### src/rtl/dma_ll_pkg.sv
package dma_ll_pkg;

    localparam int AW    = 32;
    localparam int DW    = 32;
    localparam int LEN_W = 22;

    typedef enum logic [1:0] {SZ_BYTE = 2'd0, SZ_HALF = 2'd1, SZ_WORD = 2'd2, SZ_RSVD = 2'd3} xsize_e;
    typedef enum logic [1:0] {AM_INC = 2'd0, AM_DEC = 2'd1, AM_FIX = 2'd2, AM_FIX2 = 2'd3} amode_e;
    typedef enum logic [1:0] {ST_IDLE, ST_DESC, ST_RD, ST_WR} st_e;

    typedef struct packed {
        logic             dst_per;
        logic             src_per;
        amode_e           dst_mode;
        amode_e           src_mode;
        xsize_e           dst_sz;
        xsize_e           src_sz;
        logic [LEN_W-1:0] len;
    } ctl_t;

    function automatic logic [2:0] xbytes(xsize_e sz);
        case (sz)
            SZ_BYTE: return 3'd1;
            SZ_HALF: return 3'd2;
            default: return 3'd4;
        endcase
    endfunction

    function automatic logic [DW-1:0] fit(logic [DW-1:0] d, xsize_e sz);
        case (sz)
            SZ_BYTE: return {{(DW-8){1'b0}}, d[7:0]};
            SZ_HALF: return {{(DW-16){1'b0}}, d[15:0]};
            default: return d;
        endcase
    endfunction

    function automatic logic [AW-1:0] next_addr(logic [AW-1:0] a, xsize_e sz, amode_e md, logic per);
        logic [AW-1:0] stride;
        stride = AW'(xbytes(sz));
        if (per) return a;
        case (md)
            AM_INC:  return a + stride;
            AM_DEC:  return a - stride;
            default: return a;
        endcase
    endfunction

endpackage

### src/rtl/dma_ll_regs.sv
module dma_ll_regs
    import dma_ll_pkg::*;
(
    input  logic          clk,
    input  logic          rst,
    input  logic          reg_we,
    input  logic [1:0]    reg_idx,
    input  logic [DW-1:0] reg_wdata,
    output logic [DW-1:0] reg_rdata,
    input  logic          hw_clr,
    output logic          gen_en,
    output logic          chan_en,
    output logic [AW-1:0] first_ptr
);

    localparam logic [1:0] IX_GEN = 2'd0;
    localparam logic [1:0] IX_CH  = 2'd1;
    localparam logic [1:0] IX_PTR = 2'd2;

    logic sw_ch_wr;
    assign sw_ch_wr = reg_we && (reg_idx == IX_CH);

    always_ff @(posedge clk) begin
        if (rst) begin
            gen_en    <= 1'b0;
            chan_en   <= 1'b0;
            first_ptr <= '0;
        end else begin
            if (reg_we && reg_idx == IX_GEN) gen_en <= reg_wdata[0];
            if (reg_we && reg_idx == IX_PTR) first_ptr <= reg_wdata;
            if (sw_ch_wr)      chan_en <= reg_wdata[0];
            else if (hw_clr)   chan_en <= 1'b0;
        end
    end

    always_comb begin
        case (reg_idx)
            IX_GEN:  reg_rdata = {{(DW-1){1'b0}}, gen_en};
            IX_CH:   reg_rdata = {{(DW-1){1'b0}}, chan_en};
            IX_PTR:  reg_rdata = first_ptr;
            default: reg_rdata = '0;
        endcase
    end

endmodule

### src/rtl/dma_ll_engine.sv
module dma_ll_engine
    import dma_ll_pkg::*;
(
    input  logic          clk,
    input  logic          rst,
    input  logic          gen_en,
    input  logic          chan_en,
    input  logic [AW-1:0] first_ptr,
    output logic          m_req,
    output logic          m_we,
    output logic [AW-1:0] m_addr,
    output logic [1:0]    m_size,
    output logic [DW-1:0] m_wdata,
    input  logic [DW-1:0] m_rdata,
    input  logic          m_ack,
    output logic          hw_clr,
    output logic          irq_block,
    output logic          irq_done
);

    localparam int DESC_WORDS = 4;
    localparam int WI_W       = $clog2(DESC_WORDS);
    localparam logic [WI_W-1:0] WI_LAST = WI_W'(DESC_WORDS - 1);

    st_e              st;
    logic [WI_W-1:0]  widx;
    logic [AW-1:0]    dptr, src_a, dst_a, nxt_a;
    ctl_t             ctl;
    logic [LEN_W-1:0] cnt;
    logic [DW-1:0]    data;
    logic             held;

    logic ack, fin_desc, fin_item, blk_end;
    ctl_t new_ctl;

    assign m_req   = (st != ST_IDLE) && (gen_en || held);
    assign ack     = m_req && m_ack;
    assign new_ctl = ctl_t'(m_rdata);

    always_comb begin
        m_we   = 1'b0;
        m_addr = dptr + {{(AW-WI_W-2){1'b0}}, widx, 2'b00};
        m_size = SZ_WORD;
        case (st)
            ST_RD: begin m_addr = src_a; m_size = ctl.src_sz; end
            ST_WR: begin m_addr = dst_a; m_size = ctl.dst_sz; m_we = 1'b1; end
            default: ;
        endcase
    end

    assign m_wdata  = fit(data, ctl.dst_sz);
    assign fin_desc = (st == ST_DESC) && ack && chan_en && (widx == WI_LAST) && (new_ctl.len == '0);
    assign fin_item = (st == ST_WR) && ack && chan_en && (cnt == LEN_W'(1));
    assign blk_end  = fin_desc || fin_item;
    assign hw_clr   = blk_end && (nxt_a == '0);

    always_ff @(posedge clk) begin
        if (rst) begin
            st        <= ST_IDLE;
            widx      <= '0;
            dptr      <= '0;
            src_a     <= '0;
            dst_a     <= '0;
            nxt_a     <= '0;
            ctl       <= '0;
            cnt       <= '0;
            data      <= '0;
            held      <= 1'b0;
            irq_block <= 1'b0;
            irq_done  <= 1'b0;
        end else begin
            irq_block <= 1'b0;
            irq_done  <= 1'b0;
            held      <= m_req && !m_ack;
            case (st)
                ST_IDLE: if (chan_en && gen_en) begin
                    dptr <= first_ptr;
                    widx <= '0;
                    st   <= ST_DESC;
                end
                ST_DESC: if (ack) begin
                    case (widx)
                        2'd0:    src_a <= m_rdata;
                        2'd1:    dst_a <= m_rdata;
                        2'd2:    nxt_a <= m_rdata;
                        default: begin ctl <= new_ctl; cnt <= new_ctl.len; end
                    endcase
                    widx <= widx + 1'b1;
                    if (!chan_en)                             st <= ST_IDLE;
                    else if (widx == WI_LAST && !fin_desc)    st <= ST_RD;
                end
                ST_RD: if (ack) begin
                    data <= fit(m_rdata, ctl.src_sz);
                    st   <= ST_WR;
                end
                ST_WR: if (ack) begin
                    src_a <= next_addr(src_a, ctl.src_sz, ctl.src_mode, ctl.src_per);
                    dst_a <= next_addr(dst_a, ctl.dst_sz, ctl.dst_mode, ctl.dst_per);
                    cnt   <= cnt - 1'b1;
                    if (!chan_en)      st <= ST_IDLE;
                    else if (!fin_item) st <= ST_RD;
                end
                default: st <= ST_IDLE;
            endcase
            if (blk_end) begin
                irq_block <= 1'b1;
                if (nxt_a == '0) begin
                    irq_done <= 1'b1;
                    st       <= ST_IDLE;
                end else begin
                    dptr <= nxt_a;
                    widx <= '0;
                    st   <= ST_DESC;
                end
            end
        end
    end

endmodule

### src/rtl/dma_ll_channel.sv
module dma_ll_channel
    import dma_ll_pkg::*;
(
    input  logic          clk,
    input  logic          rst,
    input  logic          reg_we,
    input  logic [1:0]    reg_idx,
    input  logic [31:0]   reg_wdata,
    output logic [31:0]   reg_rdata,
    output logic          m_req,
    output logic          m_we,
    output logic [31:0]   m_addr,
    output logic [1:0]    m_size,
    output logic [31:0]   m_wdata,
    input  logic [31:0]   m_rdata,
    input  logic          m_ack,
    output logic          irq_block,
    output logic          irq_done
);

    logic          gen_en, chan_en, hw_clr;
    logic [AW-1:0] first_ptr;

    dma_ll_regs u_regs (
        .clk(clk), .rst(rst),
        .reg_we(reg_we), .reg_idx(reg_idx), .reg_wdata(reg_wdata), .reg_rdata(reg_rdata),
        .hw_clr(hw_clr), .gen_en(gen_en), .chan_en(chan_en), .first_ptr(first_ptr)
    );

    dma_ll_engine u_eng (
        .clk(clk), .rst(rst),
        .gen_en(gen_en), .chan_en(chan_en), .first_ptr(first_ptr),
        .m_req(m_req), .m_we(m_we), .m_addr(m_addr), .m_size(m_size),
        .m_wdata(m_wdata), .m_rdata(m_rdata), .m_ack(m_ack),
        .hw_clr(hw_clr), .irq_block(irq_block), .irq_done(irq_done)
    );

endmodule

### config.mk
export PLATFORM = sky130hd
export DESIGN_NAME = dma_ll_channel
export DESIGN_NICKNAME = d
export VERILOG_FILES = /design/src/rtl/dma_ll_pkg.sv /design/src/rtl/dma_ll_regs.sv /design/src/rtl/dma_ll_engine.sv /design/src/rtl/dma_ll_channel.sv
export SDC_FILE = /design/constraint.sdc
export NUM_CORES = 1
export LEC_CHECK = 0
export BUFFER_PORTS_ARGS = -buffer_cell sky130_fd_sc_hd__buf_2
export CORE_ASPECT_RATIO = 1.75
export CORE_MARGIN = 1
export CORE_UTILIZATION = 45
export DETAILED_ROUTE_END_ITERATION = 12
export GPL_TIMING_DRIVEN = 0
export PLACE_DENSITY = 0.71
export SYNTH_ARGS = -nofsm -noshare
export SYNTH_HDL_FRONTEND = slang
export SYNTH_SLANG_ARGS = --single-unit
### constraint.sdc
create_clock -name clk -period 8.65 [get_ports clk]
set_clock_uncertainty 0.1 [all_clocks]
set_input_delay 1.2975 -clock clk [delete_from_list [all_inputs] [get_ports clk]]
set_output_delay 1.2975 -clock clk [all_outputs]
set_load 0.005 [all_outputs]
Word level (Yosys, flattened, before mapping)

Index checks and enable logic that the tools add are counted.

Word-level logic and storage cells: 160
ROM bits: 0
Bits in writable memories: 0
Output and inout bits: 102
Memories: 0
Register bits: 233
Input port bits: 70
Bits in latches: 0

Divide/modulo/power cells: 0
$mul: 0
Mux-type cells: 62
Add/sub/neg operators: 7
Bitwise logic cells: 2
Eq/ne operators: 28
$lt $le $gt $ge: 0
Reduce and logical (&&, ||, !) cells: 41
Shift operators: 0

Operator list:

| cell                    | count |
|---|---|
| $pmux W32 S2            | 7 |
| $mux W32                | 12 |
| $pmux W32 S3            | 1 |
| $mux W22                | 3 |
| $add A32 B3 Y32         | 2 |
| $sub A32 B3 Y32         | 2 |
| $pmux W22 S2            | 1 |
| $add A32 B4 Y32         | 1 |
| $logic_not A32 Y1       | 1 |
| $mux W2                 | 13 |
| $eq A22 B1 Y1 const B   | 1 |
| $logic_not A22 Y1       | 1 |
| $sub A22 B1 Y22 const B | 1 |
| $mux W3                 | 6 |
| $reduce_and A6 Y1       | 3 |
| $logic_and A1 B1 Y1     | 16 |
| $eq A2 B1 Y1 const B    | 7 |
| $logic_not A2 Y1        | 7 |
| $mux W1                 | 14 |
| $ne A3 B1 Y1 const B    | 4 |
| $ne A4 B4 Y1 const B    | 3 |
| $pmux W3 S2             | 2 |
| $eq A2 B2 Y1 const B    | 5 |
| $pmux W2 S2             | 2 |
| other kinds (15)        | 25 |

Longest topological paths before layout

Gate-level depths: netlist of run 1.

Depth after elaboration: 14
Gate-level depth with buffers: 14
Mapped depth without buffers: 14

Hierarchy

From an unflattened synthesis of run 1, not the netlist that was laid out.

Cell total of the unflattened synthesis: 1936
Area total of the unflattened synthesis: 15008.1 um^2

By module, submodules not included:

| module        | area an instance (um^2) | cells an instance | times used |
|---|---|---|---|
| dma_ll_engine | 13206.4                 | 1750              | 1 |
| dma_ll_regs   | 1801.7                  | 186               | 1 |

Least setup slack after synthesis of run 1

Ideal clock, no wire load.

Path kind: reg2reg
From: register u_eng.ctl[26] (netlist name)
To: register u_eng.src_a[20]
Cell stages (with the launch flop): 13
Library setup time: 0.125 ns
Data arrival time: 4.037 ns
Setup slack: 4.388 ns
Buffers on the path: 0
Data required time: 8.425 ns
Cell sequence: dfxtp_1 -> nor2b_1 -> mux2_2 -> fa_1 -> a21oi_1 -> o21ai_1 -> a21oi_1 -> nor4_1 -> o21ai_0 -> nand2_1 -> a31oi_1 -> nor3_1 -> o41a_1

Cells in the longest elaborated chain, start to end: 5

RTL lines:

| what                                             | RTL line            | source |
|---|---|---|
| from (decl)                                      | dma_ll_engine.sv:28 | `ctl_t ctl;` |
| from (signal assigned)                           | dma_ll_engine.sv:86 | `default: begin ctl <= new_ctl; cnt <= new_ctl.len; end` |
| $eq A2 B1 Y1 or $logic_not A2 Y1 (tied branches) | dma_ll_pkg.sv:41    | `case (md)` |
| $pmux W32 S2                                     | dma_ll_pkg.sv:41    |  |
| $mux W32                                         | dma_ll_pkg.sv:41    |  |
| $mux W32                                         | dma_ll_engine.sv:96 | `ST_WR: if (ack) begin` |
| $pmux W32 S2                                     | dma_ll_engine.sv:75 | `case (st)` |
| to (signal assigned)                             | dma_ll_engine.sv:83 | `2'd0: src_a <= m_rdata;` |
| to (signal assigned)                             | dma_ll_engine.sv:97 | `src_a <= next_addr(src_a, ctl.src_sz, ctl.src_mode, ctl.src_per);` |
| to (decl)                                        | dma_ll_engine.sv:27 | `logic [AW-1:0] dptr, src_a, dst_a, nxt_a;` |

Several ways; a longest one is shown, not always the timed one. The select of a mux whose other input is x is not followed.
A chain may end at the register's enable or synchronous reset.

Final worst setup path of run 1

From: register u_eng.widx[0]
To: output port m_addr[30]

Cells in the longest elaborated chain, start to end: 2

RTL lines:

| what                   | RTL line             | source |
|---|---|---|
| from (decl)            | dma_ll_engine.sv:26  | `logic [WI_W-1:0] widx;` |
| from (signal assigned) | dma_ll_engine.sv:88  | `widx <= widx + 1'b1;` |
| $add A32 B4 Y32        | dma_ll_engine.sv:42  | `m_addr = dptr + {{(AW-WI_W-2){1'b0}}, widx, 2'b00};` |
| $pmux W32 S2           | dma_ll_engine.sv:44  | `case (st)` |
| to (decl)              | dma_ll_channel.sv:12 | `output logic [31:0] m_addr,` |

Every way passes these cells.

==> out/qor.yml, run 1 <==
outcome: "finished, final reports clean"
post-dp-hpwl_um: 47500
synth_nets: 2129
area_growth_pct: 14.3
hold_violations: 0
synth-seq-area-share_pct: 31.3
r2r_cells: 12
first_pass_iters: 6
grt.met2_usage_pct: 62.4
worst_pin_slew_ns: 1.06
crit_end: "m_addr[30]"
first_global_vias: 15273
regToRegEndpoint: "u_eng.dst_a[27]"
synth-seq-cells: 233
yosysUniqueCellTypes: 75
power_density_nw_per_um2: 132
num_vias: 15829
setup_viol_count_final: 0
die-width_um: 140
rows: 87
cts_hold_buffers: 0
core-area_um2: 32400
slew_headroom_pct: 28.5
grt_pass1_wl_um: 89500
post-route-min-period_ns: 5.55
start_kind: "flop"
final_area_um2: 17000
gr-usage-met1_pct: 35.1
globalplace.congestion: 1.02
viasPerCell: 6.11
drtAntennaViolNets: 0
die_area_um2: 33900
busiest_layer: "met2"
r2r-start: "u_eng.ctl[28]"
final_max_slew_viol_count: 0
worst_ep_arrival_time_ns: 4.16
start_util_pct: 46.0
overflow: 0
maxClockFrequency_ghz: 0.180
post_cts_resized: 0
cts_tree: "built"
drv_cap: 0
h-tree-depth: 1
netlist_area_um2: 14900
drc: 0
rsz0062_at_grt: "false"
worstSetupEndpointType: "primary output"
clk_latency_ns: 0.54
grt_start_max_net_pins: 32
drtIter0Drc: 1307
die_y_um: 243
irDropWorstVdd_mv: 0.109
post_drt_wl_per_cell_um: 23.5
insertedDiodeCount: 0
place_area_um2: 16300
antenna_found_initial: 0
hp-class: "flop to flop"
cp_max_fo: 4
finalCritPeriodShare_pct: 64.2
fin_nets: 2324
syn_avg_cell_area_um2: 7.52
worstSetupPathType: "flop to primary output"
netlist_instances: 1982
clk_pin_slew_ns: 0.07
cts_root_buf: "clkbuf_16"
p_leak_nw: 6.70
synth-edff-count: 0
met3_usage_pct: 4.66
cp.required_ns: 7.25
crit_start: "u_eng.widx[0]"
grt_use_total_pct: 34.9
synthArstFlopShare_pct: 0
fin_setup_tns_ns: 0
layout-drive-gt1-share_pct: 12.8
routed_wl_um: 60800
numCtsBuffers: 22
cts_sinks: 233
ios: 172
numPortBuffers: 171
r2r_slack_ns: 3.70
post-cts-setup-buffer-count: 0
clk_path_buf_depth: 3
yosysWarnings: 0
synthFlopType: "dfxtp_1"
## power breakdown
group          leakage (nW)  internal (mW)  switching, mW
Clock                 0.369          0.600          0.456
Sequential             1.88           1.08        0.00516
Combinational          4.45         0.0259         0.0869
## cell usage in the layout (no fill, tap or decap), types with 10 or more instances in the layout
cell type / instances
dfxtp_1: 233
o21ai_0: 110
clkbuf_16: 23
clkbuf_1: 121
ha_1: 74
nand4_1: 17
a211oi_2: 31
nand2_1: 319
nor2_1: 162
a21oi_1: 250
nand3_1: 69
inv_1: 37
o21bai_1: 10
a21o_1: 31
xnor2_1: 52
buf_2: 176
and2_1: 56
nand2b_1: 11
nor3_1: 34
mux2i_1: 67
a31oi_1: 32
or3_1: 11
nor4_1: 16
a211oi_1: 23
xor2_1: 20
and3_1: 11
nor2b_1: 26
a311oi_1: 14
## routing by layer
layer	vias up	routed length [um]	part of all wire, %
met5	-	0	0
met4	0	6060	10
met3	260	3960	6.5
met2	754	30100	49
met1	7438	20700	34
li1	7377	-	-
## cell families (layout without fill, tap and decap cells)
| family | after synthesis | after routing | synth area share [%] |
|---|---|---|---|
| xor+xnor | 72 | 72 | 4.23 |
| simple gates | 769 | 769 | 23.7 |
| fa+ha+maj | 77 | 77 | 6.61 |
| compound gates | 578 | 578 | 24.3 |
| mux | 71 | 71 | 4.80 |
| buf+inv | 182 | 391 | 5.03 |
| flops | 233 | 233 | 31.3 |
## worst max-delay path: stages, from the launching register on
cell	delay [ns]
dfxtp_1	0.46
ha_1	0.22
inv_1	0.06
fa_1	0.43
nand4b_1	0.24
nor3_1	0.41
nand2_1	0.09
or2_2	0.33
nor3_1	0.59
nand3_1	0.23
xnor2_1	0.22
nor2_1	0.06
a21oi_1	0.16
buf_2	0.14
## how the worst min path moves through the flow
stage                   startpoint              to  depth (start not counted)
finish              u_eng.data[25]  u_eng.data[25]                          2
global route        u_eng.data[25]  u_eng.data[25]                          2
global placement     u_eng.ctl[28]   u_eng.ctl[28]                          2
floorplan           u_eng.data[16]  u_eng.data[16]                          2
CTS                 u_eng.data[25]  u_eng.data[25]                          2
detailed placement  u_eng.data[25]  u_eng.data[25]                          2
## flip-flops by register name, indices dropped and copies added, names as in the netlist
signal / count
u_eng.held: 1
u_eng.cnt: 22
u_regs.chan_en: 1
u_regs.gen_en: 1
u_eng.src_a: 32
u_eng.widx: 2
u_eng.nxt_a: 32
u_eng.data: 32
u_eng.ctl: 10
u_eng.dptr: 32
u_regs.first_ptr: 32
u_eng.dst_a: 32
u_eng.irq_block: 1
u_eng.st: 2
u_eng.irq_done: 1
## per-stage QoR
| step | total power [mW] | hold WS (ns) | instances | util, % | setup slack, ns |
|---|---|---|---|---|---|
| floorplan | 1.14 | 0.327 | 1982 | - | 4.39 |
| global placement | 1.21 | 0.338 | 2553 | 50.1 | 2.28 |
| detailed placement | 1.22 | 0.339 | 2553 | 50.2 | 3.79 |
| CTS | 2.25 | 0.348 | 2591 | 52.5 | 3.23 |
| global route | 2.29 | 0.365 | 2591 | 52.5 | 2.96 |
| finish | 2.25 | 0.344 | 2591 | 52.5 | 3.10 |
## area by class of cell
cell class	count	area [um2]
Multi-Input combinational cell	1567	9510
Tap cell	400	500
Fill cell	3218	15400
Sequential cell	233	4660
Clock buffer	27	621
Inverter	39	146
Clock inverter	11	141
Buffer	143	603
Timing Repair Buffer	171	856
## cells in the mapped netlist, types with 32 or more instances
master / n / area [um2]
dfxtp_1: 233 / 4660
inv_1: 37 / 139
nor3_1: 34 / 170
nor2_1: 162 / 608
mux2i_1: 67 / 671
a31oi_1: 32 / 200
xnor2_1: 52 / 455
clkbuf_1: 120 / 450
ha_1: 74 / 926
nand3_1: 69 / 345
o21ai_0: 110 / 551
and2_1: 56 / 350
nand2_1: 319 / 1200
a21oi_1: 250 / 1250
Note: power is estimated with default switching activity, not from simulation.
==> run 2, diff against run 1 <==
--- a/config.mk
+++ b/config.mk
@@ -5,13 +5,14 @@
 export SDC_FILE = /design/constraint.sdc
 export NUM_CORES = 1
 export LEC_CHECK = 0
+export ABC_AREA = 1
 export BUFFER_PORTS_ARGS = -buffer_cell sky130_fd_sc_hd__buf_2
 export CORE_ASPECT_RATIO = 1.75
 export CORE_MARGIN = 1
 export CORE_UTILIZATION = 45
 export DETAILED_ROUTE_END_ITERATION = 12
 export GPL_TIMING_DRIVEN = 0
-export PLACE_DENSITY = 0.71
+export PLACE_DENSITY = 0.73
 export SYNTH_ARGS = -nofsm -noshare
 export SYNTH_HDL_FRONTEND = slang
 export SYNTH_SLANG_ARGS = --single-unit
==> constraint.sdc (replaced) <==
create_clock -name clk -period 4.9 [get_ports clk]
set_clock_uncertainty 0.1 [all_clocks]
set_input_delay 0.735 -clock clk [delete_from_list [all_inputs] [get_ports clk]]
set_output_delay 0.735 -clock clk [all_outputs]
set_load 0.005 [all_outputs]
==> run 2 against run 1 <==
Against the previous run:
- combinational power up 130%
- largest power group is now the clock network
- largest cell class unchanged
- critical endpoint unchanged
- design area is 12% higher
- critical path type unchanged
- die area rose by 12%
- flip-flop and latch count stayed put
- highest routed layer unchanged
- count of clock-buffer cells in the layout up 8
- power is 88% higher
==> out/qor.yml, run 2 <==
grt_pass1_wl_um: 109000
final_common_cell: "nand2_1"
cts_hold_buffers: 0
synth-seq-cells: 233
post_cts_resized: 0
maxClockFrequency_ghz: 0.222
rows: 93
yosysWarnings: 0
worst_ep_arrival_time_ns: 3.67
viasPerCell: 5.49
synthFlopType: "dfxtp_1"
crit_slowest_cell: "nor4_1"
p_leak_nw: 9.78
drtIter0Drc: 1547
core-area_um2: 36800
h-tree-depth: 1
start_kind: "flop"
fin_ws_ns: 0.398
power.total_mw: 4.23
globalplace.congestion: 1.00
first_pass_iters: 6
yosys-top-cells-count: "nand2_1, inv_1, nor2_1"
cts_root_buf: "clkbuf_16"
overflow: 0
start_util_pct: 45.6
crit_chain: "ha_1 -> inv_1 -> fa_1 -> inv_1 -> nand3_1 -> nor4_1 -> a21boi_0 -> o21ai_0 -> nand3_1 -> buf_2"
cp.required_ns: 4.07
outcome: "finished, final reports clean"
routed_wl_um: 74400
worstSetupEndpointType: "primary output"
synthArstFlopShare_pct: 0
drv_cap: 0
fillerInstances: 3962
yosysTopAreaCell: "dfxtp_1"
layout-drive-gt1-share_pct: 9.43
grt_start_max_net_pins: 31
post-cts-setup-buffer-count: 0
finalCritPeriodShare_pct: 91.9
cts_sinks: 233
hold_violations: 0
clk_latency_ns: 0.56
worst_pin_slew_ns: 1.21
clk_path_buf_depth: 3
clk_pin_slew_ns: 0.07
num_vias: 19456
setup_viol_count_final: 0
placement.setup.worst_slack_ns: 1.07
netlist_area_um2: 16800
antenna_found_initial: 2
synth-edff-count: 0
worstSetupPathType: "flop to primary output"
p_switching_mw: 1.10
slew_headroom_pct: 19.4
synthTopCellsByArea: "dfxtp_1, nand2_1, inv_1"
area_growth_pct: 13.7
post-dp-hpwl_um: 60600
p_int_mw: 3.13
seq_power_share_pct: 45.7
synth.most_common_cell: "nand2_1"
first_global_vias: 18741
syn_avg_cell_area_um2: 5.89
synth-seq-area-share_pct: 27.8
slowest_delay_ns: 0.68
layout_common_cells: "nand2_1, inv_1, nor2_1"
switching_share_pct: 26.0
ios: 172
power_frac_clock_pct: 48.1
die_area_um2: 38100
synth_nets: 2996
cts_tree: "built"
die_y_um: 257
cp_max_fo: 6
irDropWorstVdd_mv: 0.222
drc: 0
final_max_slew_viol_count: 0
comb_power_share_pct: 6.1
die-width_um: 148
yosysUniqueCellTypes: 47
post-route-min-period_ns: 4.50
synth_top_area_share_pct: 27.8
post_drt_wl_per_cell_um: 21.0
drtAntennaViolNets: 0
rsz0062_at_grt: "false"
fin_setup_tns_ns: 0
power_density_nw_per_um2: 222
numCtsBuffers: 25
fin_nets: 3193
netlist_instances: 2849
hp-class: "primary input to flop"
numPortBuffers: 170
grt_use_total_pct: 38.5
==> run 2: through the flow <==
stage	utilization, %	hold WS, ns	cell area (um2)	instances
floorplan	-	0.337	16800	2849
global placement	49.6	0.353	18200	3494
detailed placement	49.6	0.358	18200	3494
CTS	51.9	0.354	19100	3540
global route	51.9	0.389	19100	3540
finish	51.9	0.368	19100	3541
==> run 2: layout make-up <==
cell class | count | area, um2 | area share [%]
antenna | 1 | 2.50 | 0.0131
multi-input combinational | 2040 | 9840 | 51.6
timing repair buffer | 170 | 851 | 4.46
sequential | 233 | 4660 | 24.4
inverter | 459 | 1730 | 9.06
buffer | 117 | 549 | 2.88
clock inverter | 11 | 129 | 0.675
clock buffer | 35 | 723 | 3.79
tap | 475 | 594 | 3.11
==> run 2: worst paths after layout <==
kind | startpoint | to | slack (ns) | cells past startpoint
worst max-delay path | u_eng.widx[0] | m_addr[30] | 0.40 | 10
worst min-delay path | reg_wdata[8] | u_regs.first_ptr[8] | 0.37 | 3
worst max register to register | u_eng.ctl[27] | u_eng.src_a[28] | 0.99 | 14
worst min register to register | u_eng.nxt_a[6] | u_eng.nxt_a[6] | 0.37 | 2
==> run 2: power groups by stage <==
stage                     Combinational, mW  Sequential [mW]  Clock (mW)
final                                 0.259             1.93        2.04
after global routing                  0.273             1.93        2.09
after CTS                             0.249             1.93        2.04
after detailed placement              0.248             1.98           0
after global placement                0.245             1.98           0
after floorplan                       0.116             1.97           0
==> run 2: logic make-up (layout without fill, tap and decap cells) <==
logic type / count (synthesis) / in the layout / share of synthesized area, %
simple gates: 1420 / 1420 / 34.8
buf+inv: 576 / 792 / 13.6
compound gates: 503 / 503 / 15.9
flops: 233 / 233 / 27.8
fa+ha+maj: 77 / 77 / 5.88
xor+xnor: 40 / 40 / 2.09
other cells: 0 / 1 / 0
==> run 2: worst max-delay path: cells and delay by family, from the launching register on <==
family          cells  cell delay (ns)
simple gates        3             0.99
compound gates      2             0.76
fa+ha+maj           2             0.59
flops               1             0.43
buf+inv             3             0.34
==> run 2: routing by layer <==
layer,vias up,global-route usage [%],part of all wire [%]
li1,9377,-,-
met1,8838,36.8,33
met2,900,67.9,49
met3,341,5.35,6.3
met4,0,40.1,12
met5,-,0,0
==> run 3, diff against run 2 <==
--- a/config.mk
+++ b/config.mk
@@ -15,4 +15,5 @@
 export PLACE_DENSITY = 0.73
 export SYNTH_ARGS = -nofsm -noshare
 export SYNTH_HDL_FRONTEND = slang
+export SYNTH_HIERARCHICAL = 1
 export SYNTH_SLANG_ARGS = --single-unit
==> run 3 against run 2 <==
Against the previous run:
- area after synthesis down 0.39%
- design area is 0.49% lower
- count of clock-buffer cells in the layout down 2
- critical endpoint is now m_addr[16]
- die area down 0.38%
- highest routed layer unchanged
- synthesized cell count shrank 0.98%
- setup slack better by 0.26 ns
- hold slack got worse by 0.082 ns
- cell count is 0.85% lower
- flip-flop and latch count unchanged
==> out/qor.yml, run 3 <==
outcome: "finished, final reports clean"
routed_wl_um: 69100
synth-edff-count: 0
ios: 172
synth_compound_area_share_pct: 14.1
cts_hold_buffers: 0
syn_avg_cell_area_um2: 5.93
synth.most_common_cell: "nand2_1"
globalplace.congestion: 1.05
switching_share_pct: 25.1
yosysWarnings: 6
power.total_mw: 4.11
drtIter0Drc: 1445
synth_nets: 2968
place_inst: 3467
post_cts_resized: 0
worstSetupEndpointType: "primary output"
worst_pin_slew_ns: 0.936
cts_tree: "built"
cp_top_family: "simple AND/OR/NAND/NOR gates"
synth-seq-cells: 233
finalCritPeriodShare_pct: 86.6
drv_cap: 0
netlist_area_um2: 16700
grt_use_total_pct: 36.0
layout_common_cells: "nand2_1, nor2_1, inv_1"
yosys-top-cells-count: "nand2_1, nor2_1, inv_1"
synth_top_family_by_area: "simple AND/OR/NAND/NOR gates"
p_int_mw: 3.08
antenna_found_initial: 0
fin_nets: 3165
synthFlopType: "dfxtp_1"
die_y_um: 257
rows: 93
seq_power_share_pct: 47.0
final_max_slew_viol_count: 0
p_switching_mw: 1.03
cts_sinks: 233
cp_max_fo: 6
yosysUniqueCellTypes: 47
grt_start_max_net_pins: 32
start_util_pct: 45.6
insertedDiodeCount: 0
yosysTopAreaCell: "dfxtp_1"
layoutNonFillerInstCount: 3511
core-area_um2: 36700
irDropWorstVdd_mv: 0.241
synth_top_area_share_pct: 27.9
h-tree-depth: 1
clk_latency_ns: 0.55
synthAdderAreaFrac_pct: 5.90
maxClockFrequency_ghz: 0.236
hold_violations: 0
clk_path_buf_depth: 3
post-dp-hpwl_um: 57100
die-width_um: 148
numPortBuffers: 171
final_core_util_pct: 51.8
place_area_um2: 18200
fillerInstances: 3913
post-route-min-period_ns: 4.25
area_growth_pct: 13.6
post-cts-setup-buffer-count: 0
num_vias: 18822
first_global_vias: 18109
comb_power_share_pct: 6.0
path_buf_inv: 3
post_drt_wl_per_cell_um: 19.7
whs_ns: 0.286
synthArstFlopShare_pct: 0
netlist_instances: 2821
final_common_cell: "nand2_1"
die_area_um2: 38000
power_frac_clock_pct: 47.0
final_area_um2: 19000
viasPerCell: 5.36
overflow: 0
cts_root_buf: "clkbuf_16"
drtAntennaViolNets: 0
synthTopCellsByArea: "dfxtp_1, nand2_1, nor2_1"
layout-drive-gt1-share_pct: 11.3
clk_pin_slew_ns: 0.07
p_leak_nw: 10.2
setup_viol_count_final: 0
synthXorXnorAreaFrac_pct: 1.83
slew_headroom_pct: 37.5
worstSetupPathType: "flop to primary output"
synth-simple-area-share_pct: 36.6
synth-seq-area-share_pct: 27.9
power_density_nw_per_um2: 216
crit_chain: "ha_1 -> inv_1 -> fa_1 -> inv_1 -> nand2_1 -> nor3_1 -> nand2_1 -> nor2_1 -> nand2_1 -> nor2_1 -> nor2_1 -> o21ai_0 -> nand3_1 -> buf_2"
rsz0062_at_grt: "false"
hp-class: "primary input to flop"
first_pass_iters: 7
drc: 0
cp.required_ns: 4.07
numCtsBuffers: 24
worst_ep_arrival_time_ns: 3.41
slowest_delay_ns: 0.45
crit_slowest_cell: "dfxtp_1"
grt_pass1_wl_um: 103000
start_kind: "flop"
muxShareOfSynthArea_pct: 1.01
-- run 3: path summary, 6_finish.rpt --
check | startpoint | end | slack, ns | cells past startpoint
setup reg to reg | u_eng/ctl[29] | u_eng/dst_a[24] | 1.31 | 12
hold reg to reg | u_eng/data[18] | u_eng/data[18] | 0.37 | 2
setup / recovery | u_eng/widx[0] | m_addr[16] | 0.65 | 14
hold / removal | m_ack | u_eng/held | 0.29 | 2
-- run 3: metrics by stage --
| step | TNS, ns | worst slack, ns |
|---|---|---|
| after CTS | 0 | 0.714 |
| after global placement | -0.101 | -0.0771 |
| final | 0 | 0.655 |
| after floorplan | 0 | 1.57 |
| after global routing | 0 | 0.529 |
| after detailed placement | 0 | 1.30 |
-- run 3: worst register-to-register path, cell delays in order, from the launching register on --
cell and delay, ns:
dfxtp_1 0.38, nor2_4 0.70, o21ai_0 0.43, fa_1 0.55
nand3_1 0.11, nand3_1 0.23, nand2_1 0.18, nand3_1 0.20
nand2_1 0.14, nand3_1 0.09, nand2_1 0.07, nand3_1 0.17
a21oi_1 0.18
-- run 3: logic make-up after synthesis --
family          count (synthesis)
simple gates                 1498
buf+inv                       517
xor+xnor                       35
compound gates                446
flops                         233
fa+ha+maj                      77
mux                            15
-- run 3: layout make-up --
type / instances / area (um2) / share of cell area, %
plain buffers: 112 / 602 / 3.17
clock buffers: 33 / 686 / 3.61
clock inverters: 11 / 120 / 0.633
inverters: 405 / 1530 / 8.05
multi-input cells: 2071 / 9940 / 52.3
flip-flops and latches: 233 / 4660 / 24.6
well taps: 475 / 594 / 3.13
repair buffers: 171 / 856 / 4.51
-- run 3: routing by layer --
metal / part of all wire (%) / GRT usage [%] / vias up
li1: - / - / 9255
met1: 34 / 35.6 / 8455
met2: 49 / 63.9 / 812
met3: 5.8 / 4.34 / 300
met4: 11 / 34.8 / 0
met5: 0 / 0 / -
-- run 3: power groups by stage --
| stage | Clock [mW] | Combinational (mW) | Sequential (mW) |
|---|---|---|---|
| 6_report | 1.93 | 0.246 | 1.93 |
| 5_1_grt | 2.01 | 0.261 | 1.93 |
| 4_1_cts | 1.94 | 0.238 | 1.93 |
| 3_5_place_dp | 0 | 0.237 | 1.97 |
| 3_3_place_gp | 0 | 0.235 | 1.97 |
| 2_1_floorplan | 0 | 0.118 | 1.97 |
